[src/rtl/bridge_pkg.sv]
package bridge_pkg;
  localparam int WORD_W    = 16;
  localparam int NUM_WORDS = 4;
  localparam int WIDE_W    = WORD_W * NUM_WORDS;
  localparam int PAGE_W    = 8;
  localparam int OFS_W     = 8;
  localparam int REGNUM_W  = 5;

  localparam logic [REGNUM_W-1:0] REG_PAGE      = 5'h10;
  localparam logic [REGNUM_W-1:0] REG_CMD       = 5'h11;
  localparam logic [REGNUM_W-1:0] REG_DATA_BASE = 5'h18;

  // strobes from control to datapath
  typedef struct packed {
    logic busy;      // a command is in flight
    logic latchAddr; // capture offset and page for a command write
    logic loadRd;    // load data words from the internal read value
  } ctlStrobe_t;

  typedef enum logic [1:0] {ST_IDLE, ST_HOLD, ST_REQ} ctlState_t;
endpackage

[src/rtl/bridge_ctrl.sv]
module bridge_ctrl
  import bridge_pkg::*;
#(
  parameter int BUSY_CYCLES = 2
) (
  input  logic                clk,
  input  logic                rstN,
  input  logic                wrEn,
  input  logic [REGNUM_W-1:0] regNum,
  input  logic [1:0]          cmdOp,
  input  logic                pageEn,
  input  logic                intAck,
  output ctlStrobe_t          strobe,
  output logic [1:0]          cmdBits,
  output logic                intReq,
  output logic                intWe
);
  localparam int CNT_W = $clog2(BUSY_CYCLES + 1);

  ctlState_t        state;
  logic [CNT_W-1:0] holdCnt;
  logic             cmdWr;
  logic             opValid;
  logic             start;

  assign cmdWr   = wrEn && (regNum == REG_CMD);
  assign opValid = (cmdOp == 2'b01) || (cmdOp == 2'b10);
  assign start   = cmdWr && (state == ST_IDLE) && pageEn && opValid;

  always_ff @(posedge clk) begin
    if (!rstN) begin
      state   <= ST_IDLE;
      holdCnt <= '0;
      cmdBits <= 2'b00;
    end else begin
      case (state)
        ST_IDLE: begin
          if (start) begin
            state   <= ST_HOLD;
            holdCnt <= '0;
            cmdBits <= cmdOp;
          end
        end
        ST_HOLD: begin
          if (holdCnt == CNT_W'(BUSY_CYCLES - 1)) state <= ST_REQ;
          else holdCnt <= holdCnt + 1'b1;
        end
        ST_REQ: begin
          if (intAck) begin
            state   <= ST_IDLE;
            cmdBits <= 2'b00;
          end
        end
        default: state <= ST_IDLE;
      endcase
    end
  end

  assign intReq           = (state == ST_REQ);
  assign intWe            = cmdBits[0];
  assign strobe.busy      = (state != ST_IDLE);
  assign strobe.latchAddr = cmdWr && (state == ST_IDLE);
  assign strobe.loadRd    = intReq && intAck && cmdBits[1];

  p_cmd_onehot_r6: assert property (@(posedge clk) disable iff (!rstN)
    $onehot0(cmdBits));
  p_drop_disabled_r7: assert property (@(posedge clk) disable iff (!rstN)
    (cmdWr && (state == ST_IDLE) && !pageEn) |=> !strobe.busy);
  p_busy_shows_cmd_r5: assert property (@(posedge clk) disable iff (!rstN)
    strobe.busy |-> (cmdBits != 2'b00));
  p_req_hold_r12: assert property (@(posedge clk) disable iff (!rstN)
    (intReq && !intAck) |=> intReq);
endmodule

[src/rtl/bridge_dpath.sv]
module bridge_dpath
  import bridge_pkg::*;
(
  input  logic                clk,
  input  logic                rstN,
  input  logic                wrEn,
  input  logic [REGNUM_W-1:0] regNum,
  input  logic [WORD_W-1:0]   wrData,
  input  ctlStrobe_t          strobe,
  input  logic [1:0]          cmdBits,
  input  logic [WIDE_W-1:0]   rdWide,
  output logic [WORD_W-1:0]   rdData,
  output logic                pageEn,
  output logic [PAGE_W-1:0]   accPage,
  output logic [OFS_W-1:0]    accOfs,
  output logic [WIDE_W-1:0]   wrWide
);
  logic [PAGE_W-1:0] pageNum;
  logic [WORD_W-1:0] words [NUM_WORDS];

  always_ff @(posedge clk) begin
    if (!rstN) begin
      pageNum <= '0;
      pageEn  <= 1'b0;
      accOfs  <= '0;
      accPage <= '0;
    end else begin
      if (wrEn && (regNum == REG_PAGE)) begin
        pageNum <= wrData[15:8];
        pageEn  <= wrData[0];
      end
      if (strobe.latchAddr) begin
        accOfs  <= wrData[15:8];
        accPage <= pageNum;
      end
    end
  end

  for (genvar i = 0; i < NUM_WORDS; i++) begin : g_word
    always_ff @(posedge clk) begin
      if (!rstN) words[i] <= '0;
      else if (strobe.loadRd) words[i] <= rdWide[i*WORD_W +: WORD_W];
      else if (wrEn && !strobe.busy && (regNum == REG_DATA_BASE + REGNUM_W'(i)))
        words[i] <= wrData;
    end
    assign wrWide[i*WORD_W +: WORD_W] = words[i];
  end

  always_comb begin
    rdData = 16'hFFFF;
    if (regNum == REG_PAGE) rdData = {pageNum, 7'b0, pageEn};
    else if (regNum == REG_CMD) rdData = {accOfs, 6'b0, cmdBits};
    else begin
      for (int i = 0; i < NUM_WORDS; i++)
        if (regNum == REG_DATA_BASE + REGNUM_W'(i)) rdData = words[i];
    end
  end

  p_data_hold_r8: assert property (@(posedge clk) disable iff (!rstN)
    (strobe.busy && !strobe.loadRd) |=> $stable(wrWide));
  p_addr_hold_r9: assert property (@(posedge clk) disable iff (!rstN)
    (strobe.busy && !strobe.latchAddr) |=> ($stable(accOfs) && $stable(accPage)));
endmodule

[src/rtl/bridge_regfile.sv]
module bridge_regfile
  import bridge_pkg::*;
#(
  parameter int RF_PAGES   = 2,
  parameter int RF_OFFSETS = 4
) (
  input  logic              clk,
  input  logic              rstN,
  input  logic              req,
  input  logic              we,
  input  logic [PAGE_W-1:0] page,
  input  logic [OFS_W-1:0]  ofs,
  input  logic [WIDE_W-1:0] wdata,
  output logic              ack,
  output logic [WIDE_W-1:0] rdata
);
  localparam int DEPTH = RF_PAGES * RF_OFFSETS;
  localparam int IDX_W = (DEPTH > 1) ? $clog2(DEPTH) : 1;

  logic [WIDE_W-1:0] mem [DEPTH];
  logic              hit;
  logic [IDX_W-1:0]  idx;

  assign hit = (int'(page) < RF_PAGES) && (int'(ofs) < RF_OFFSETS);
  assign idx = IDX_W'(int'(page) * RF_OFFSETS + int'(ofs));

  always_ff @(posedge clk) begin
    if (!rstN) begin
      ack   <= 1'b0;
      rdata <= '0;
      for (int k = 0; k < DEPTH; k++) mem[k] <= '0;
    end else begin
      ack <= 1'b0;
      if (req && !ack) begin
        ack   <= 1'b1;
        rdata <= hit ? mem[idx] : '0;
        if (hit && we) mem[idx] <= wdata;
      end
    end
  end

  p_ack_needs_req_r12: assert property (@(posedge clk) disable iff (!rstN)
    ack |-> req);
  p_ack_pulse_r12: assert property (@(posedge clk) disable iff (!rstN)
    ack |=> !ack);
endmodule

[src/rtl/ind_reg_bridge.sv]
module ind_reg_bridge
  import bridge_pkg::*;
#(
  parameter int BUSY_CYCLES = 2,
  parameter int RF_PAGES    = 2,
  parameter int RF_OFFSETS  = 4
) (
  input  logic        clk,
  input  logic        rstN,
  input  logic        mgmtWrEn,
  input  logic [4:0]  mgmtRegNum,
  input  logic [15:0] mgmtWrData,
  output logic [15:0] mgmtRdData
);
  ctlStrobe_t        strobe;
  logic [1:0]        cmdBits;
  logic              intReq, intWe, intAck, pageEn;
  logic [PAGE_W-1:0] accPage;
  logic [OFS_W-1:0]  accOfs;
  logic [WIDE_W-1:0] wrWide, rdWide;

  bridge_ctrl #(.BUSY_CYCLES(BUSY_CYCLES)) u_ctrl (
    .clk(clk), .rstN(rstN), .wrEn(mgmtWrEn), .regNum(mgmtRegNum),
    .cmdOp(mgmtWrData[1:0]), .pageEn(pageEn), .intAck(intAck),
    .strobe(strobe), .cmdBits(cmdBits), .intReq(intReq), .intWe(intWe)
  );

  bridge_dpath u_dpath (
    .clk(clk), .rstN(rstN), .wrEn(mgmtWrEn), .regNum(mgmtRegNum),
    .wrData(mgmtWrData), .strobe(strobe), .cmdBits(cmdBits),
    .rdWide(rdWide), .rdData(mgmtRdData), .pageEn(pageEn),
    .accPage(accPage), .accOfs(accOfs), .wrWide(wrWide)
  );

  bridge_regfile #(.RF_PAGES(RF_PAGES), .RF_OFFSETS(RF_OFFSETS)) u_rf (
    .clk(clk), .rstN(rstN), .req(intReq), .we(intWe), .page(accPage),
    .ofs(accOfs), .wdata(wrWide), .ack(intAck), .rdata(rdWide)
  );
endmodule

[config.mk]
export PLATFORM = sky130hd
export DESIGN_NAME = ind_reg_bridge
export DESIGN_NICKNAME = d
export VERILOG_FILES = /design/src/rtl/bridge_pkg.sv /design/src/rtl/bridge_ctrl.sv /design/src/rtl/bridge_dpath.sv /design/src/rtl/bridge_regfile.sv /design/src/rtl/ind_reg_bridge.sv
export SDC_FILE = /design/constraint.sdc
export NUM_CORES = 1
export LEC_CHECK = 0
export ABC_AREA = 1
export BUFFER_PORTS_ARGS = -buffer_cell sky130_fd_sc_hd__buf_2
export CELL_PAD_IN_SITES_DETAIL_PLACEMENT = 0
export CELL_PAD_IN_SITES_GLOBAL_PLACEMENT = 1
export CORE_UTILIZATION = 48
export CTS_CLUSTER_DIAMETER = 200
export DETAILED_ROUTE_END_ITERATION = 16
export PLACE_DENSITY = 0.81
export SETUP_SLACK_MARGIN = 0.3
export SLEW_MARGIN = 20
export SYNTH_ARGS = -nofsm -noshare
export SYNTH_HDL_FRONTEND = slang
export SYNTH_SLANG_ARGS = --single-unit
[constraint.sdc]
create_clock -name clk -period 3.68 [get_ports clk]
set_input_delay 0.184 -clock clk [delete_from_list [all_inputs] [get_ports clk]]
set_output_delay 0.184 -clock clk [all_outputs]
set_load 0.05 [all_outputs]
==> results_dict.tcl <==
set metrics [dict create \
    status "finished, final reports clean" \
    cts_resized 0 \
    io_pins 40 \
    setup_viol 0 \
    timing.rr.end "u_rf.mem[1][24]" \
    cp_max_fo 29 \
    finClkSkew_ps 21.5 \
    placed_area_sq_mm 0.0331 \
    drt_iter0_markers 2034 \
    r2r_cells 6 \
    rrSetupSlack_ps 540 \
    place_inst 4658 \
    critPathArrivalTime_ps 3440 \
    tightest_slew_ps 1200 \
    vias 24400 \
    tritoncts "done" \
    clkLatencyLatePin_ps 610 \
    nets 3910 \
    layout.cells.non_filler 4808 \
    wl_per_cell_um 19.4 \
    fmax_ghz 0.318 \
    yosysTopAreaCellShare 0.538 \
    htreeDepth 3 \
    synth_area_leader_cell "edfxtp_1" \
    final_max_slew_viol_count 0 \
    synth.yosys.seq_area_share 0.598 \
    post_drt_via_cell_ratio 5.08 \
    root_buffer "clkbuf_16" \
    fin_tns_setup_ps 0 \
    critPathCaptureType "flip-flop" \
    cts_sinks 672 \
    synthTopCellsByCount "1514 x nand2_1, 590 x inv_1, 577 x nor2_1" \
    post_cts_buffers 0 \
    yosys.area_share.xor_xnor 0.000273 \
    r2r_start "u_dpath.accOfs[2]" \
    nFillCells 6068 \
    rsz0062_at_grt "false" \
    yosys-top-cells-area "edfxtp_1 54%, nand2_1 18%, inv_1 6.9%, nor2_1 6.7%, dfxtp_1 6.0%" \
    p_leak_nw 15.9 \
    drive_gt1_frac 0.0621 \
    ctsLongestPathBuffers 3 \
    yosys.cell_count.top_type "nand2_1" \
    crit_start "u_dpath.accOfs[2]" \
    syn_avg_cell_area_sq_um 8.25 \
    drt-total-wl_mm 93.1 \
    ys_warn_count 0 \
    core_sq_mm 0.0660 \
    diodes 0 \
    antenna_found_initial 5 \
    yosysUniqueCellTypes 26 \
    muxShareOfSynthArea 0 \
    drcViolationCount 0 \
    synth_nets 3920 \
    power_density_mw_per_mm2 473 \
    initial_core_util 0.487 \
    grt_pass1_wl_mm 141 \
    die_h_um 261 \
    grt_max_degree 127 \
    cap_violations 0 \
    grt_pass1_vias 22900 \
    firstDrtPassIters 6 \
    worstPathRequired_ps 3980 \
    vdd_drop_max_uv 400 \
    die_w_um 261 \
    synthFlopType "edfxtp_1" \
    finalInstanceArea_sq_mm 0.0356 \
    synth-async-reset-ratio 0 \
    relSlewSlack 0.203 \
    postSynthCellCount 3895 \
    synthSimpleGateAreaFrac 0.264 \
    worstSetupPathType "reg -> reg" \
    crit_path_end "u_rf.mem[1][24]" \
    synthesis.area_sq_mm 0.0321 \
    synth_top_family_by_area "simple AND/OR/NAND/NOR gates" \
    overflow 0 \
    antenna_left 0 \
    synth_edf_count 576 \
    cts_buffers 73 \
    synth_compound_area_frac 0.0301 \
    startpoint_type "flip-flop" \
    grt_usage 0.279 \
    cts.clk_slew.worst_paths_ps 60 \
    die_area_sq_mm 0.0680 \
    hold_viol 0 \
    ys_ff_latch 672 \
    gp_congestion 0.863 \
    period_needed_ps 3140 \
    dp_hpwl_mm 50.9 \
    min_path_type "in -> reg" \
    synth_adder_area_share 0.000389 \
    fin_crit_sh 0.854 \
    finalPower_w 0.0169 \
    syn2layout_area_growth_pct 11.0 \
    io_buffers 39 \
    num_rows 94 \
]
layout make-up:
| cell class | instances | area, sq um | area share |
|---|---|---|---|
| Clock buffer | 101 | 2090 | 0.0585 |
| Timing Repair Buffer | 114 | 943 | 0.0265 |
| Sequential cell | 672 | 19200 | 0.539 |
| Inverter | 618 | 2330 | 0.0654 |
| Tap cell | 864 | 1080 | 0.0303 |
| Clock inverter | 33 | 322 | 0.00902 |
| Multi-Input combinational cell | 2406 | 9660 | 0.271 |
sequential cells by signal, summed over array words and instances (netlist names):
register and count:
u_rf.mem 512, u_dpath.words 64, u_rf.rdata 64, u_dpath.accOfs 8, u_dpath.accPage 8, u_dpath.pageNum 8, u_ctrl.cmdBits 2, u_ctrl.holdCnt 2
u_ctrl.state 2, u_dpath.pageEn 1, u_rf.ack 1
cell families after synthesis:
group,Yosys count
AND/OR/NAND/NOR,2213
buffers and inverters,817
flip-flops,672
AO/OA/AOI/OAI,191
XOR/XNOR,1
adder cells (fa/ha/maj),1
worst min-delay path by stage:
stage	depth (start not counted)	end	startpoint	slack, ps
6_report	5	u_ctrl.cmdBits[1]	mgmtWrEn	100
5_1_grt	5	u_ctrl.cmdBits[1]	mgmtWrEn	130
4_1_cts	5	u_ctrl.cmdBits[1]	mgmtWrEn	70
3_5_place_dp	2	u_dpath.accPage[1]	u_dpath.accPage[1]	450
3_3_place_gp	2	u_dpath.accPage[1]	u_dpath.accPage[1]	450
2_1_floorplan	2	u_ctrl.cmdBits[0]	mgmtWrData[0]	350
critical path, stage by stage (launching register included):
cell and delay, ps:
dfxtp_1 350, xnor2_2 670, clkinv_2 360, nor2_1 440, nand3_4 140, nand2_4 580, buf_12 270
through the flow:
stage	setup slack [ps]	hold WS, ps	utilization
6_report	537	95.7	0.540
2_1_floorplan	526	349	-
3_5_place_dp	639	454	0.501
3_3_place_gp	777	445	0.501
5_1_grt	445	132	0.540
4_1_cts	617	67.6	0.540
routing by layer:
| layer | vias up | track usage | share of wire |
|---|---|---|---|
| li1 | 11800 | - | - |
| met1 | 11400 | 0.381 | 0.42 |
| met5 | - | 0 | 0.00049 |
| met3 | 192 | 0.0463 | 0.081 |
| met4 | 8 | 0.0906 | 0.030 |
| met2 | 918 | 0.452 | 0.47 |
layout by cell type, fill, tap and decap left out, types with 16 or more instances in the layout:
cell,count
nand2_1,1506
inv_1,587
nor2_1,577
edfxtp_1,576
a21oi_1,98
dfxtp_1,94
nand3_1,90
o21ai_0,85
clkbuf_16,77
buf_4,48
buf_2,39
clkinv_1,32
clkbuf_1,17
clkinv_2,16
dlygate4sd3_1,16
where the power goes:
| part | switching [W] | total, W | internal, W | leakage [nW] |
|---|---|---|---|---|
| clock network | 0.00306 | 0.00746 | 0.00439 | 1.18 |
| registers | 0.0000703 | 0.00853 | 0.00846 | 6.73 |
| logic | 0.000681 | 0.000888 | 0.000207 | 8.03 |
| total | 0.00381 | 0.0169 | 0.0131 | 15.9 |
timing repair:
| item | 4_1_cts | 5_1_grt |
|---|---|---|
| hold buffers | 16 | 0 |
| endpoints found under the setup margin | 0 | 0 |
| hold endpoints to repair | 18 | 0 |
Power figures use the tool's default switching activity.
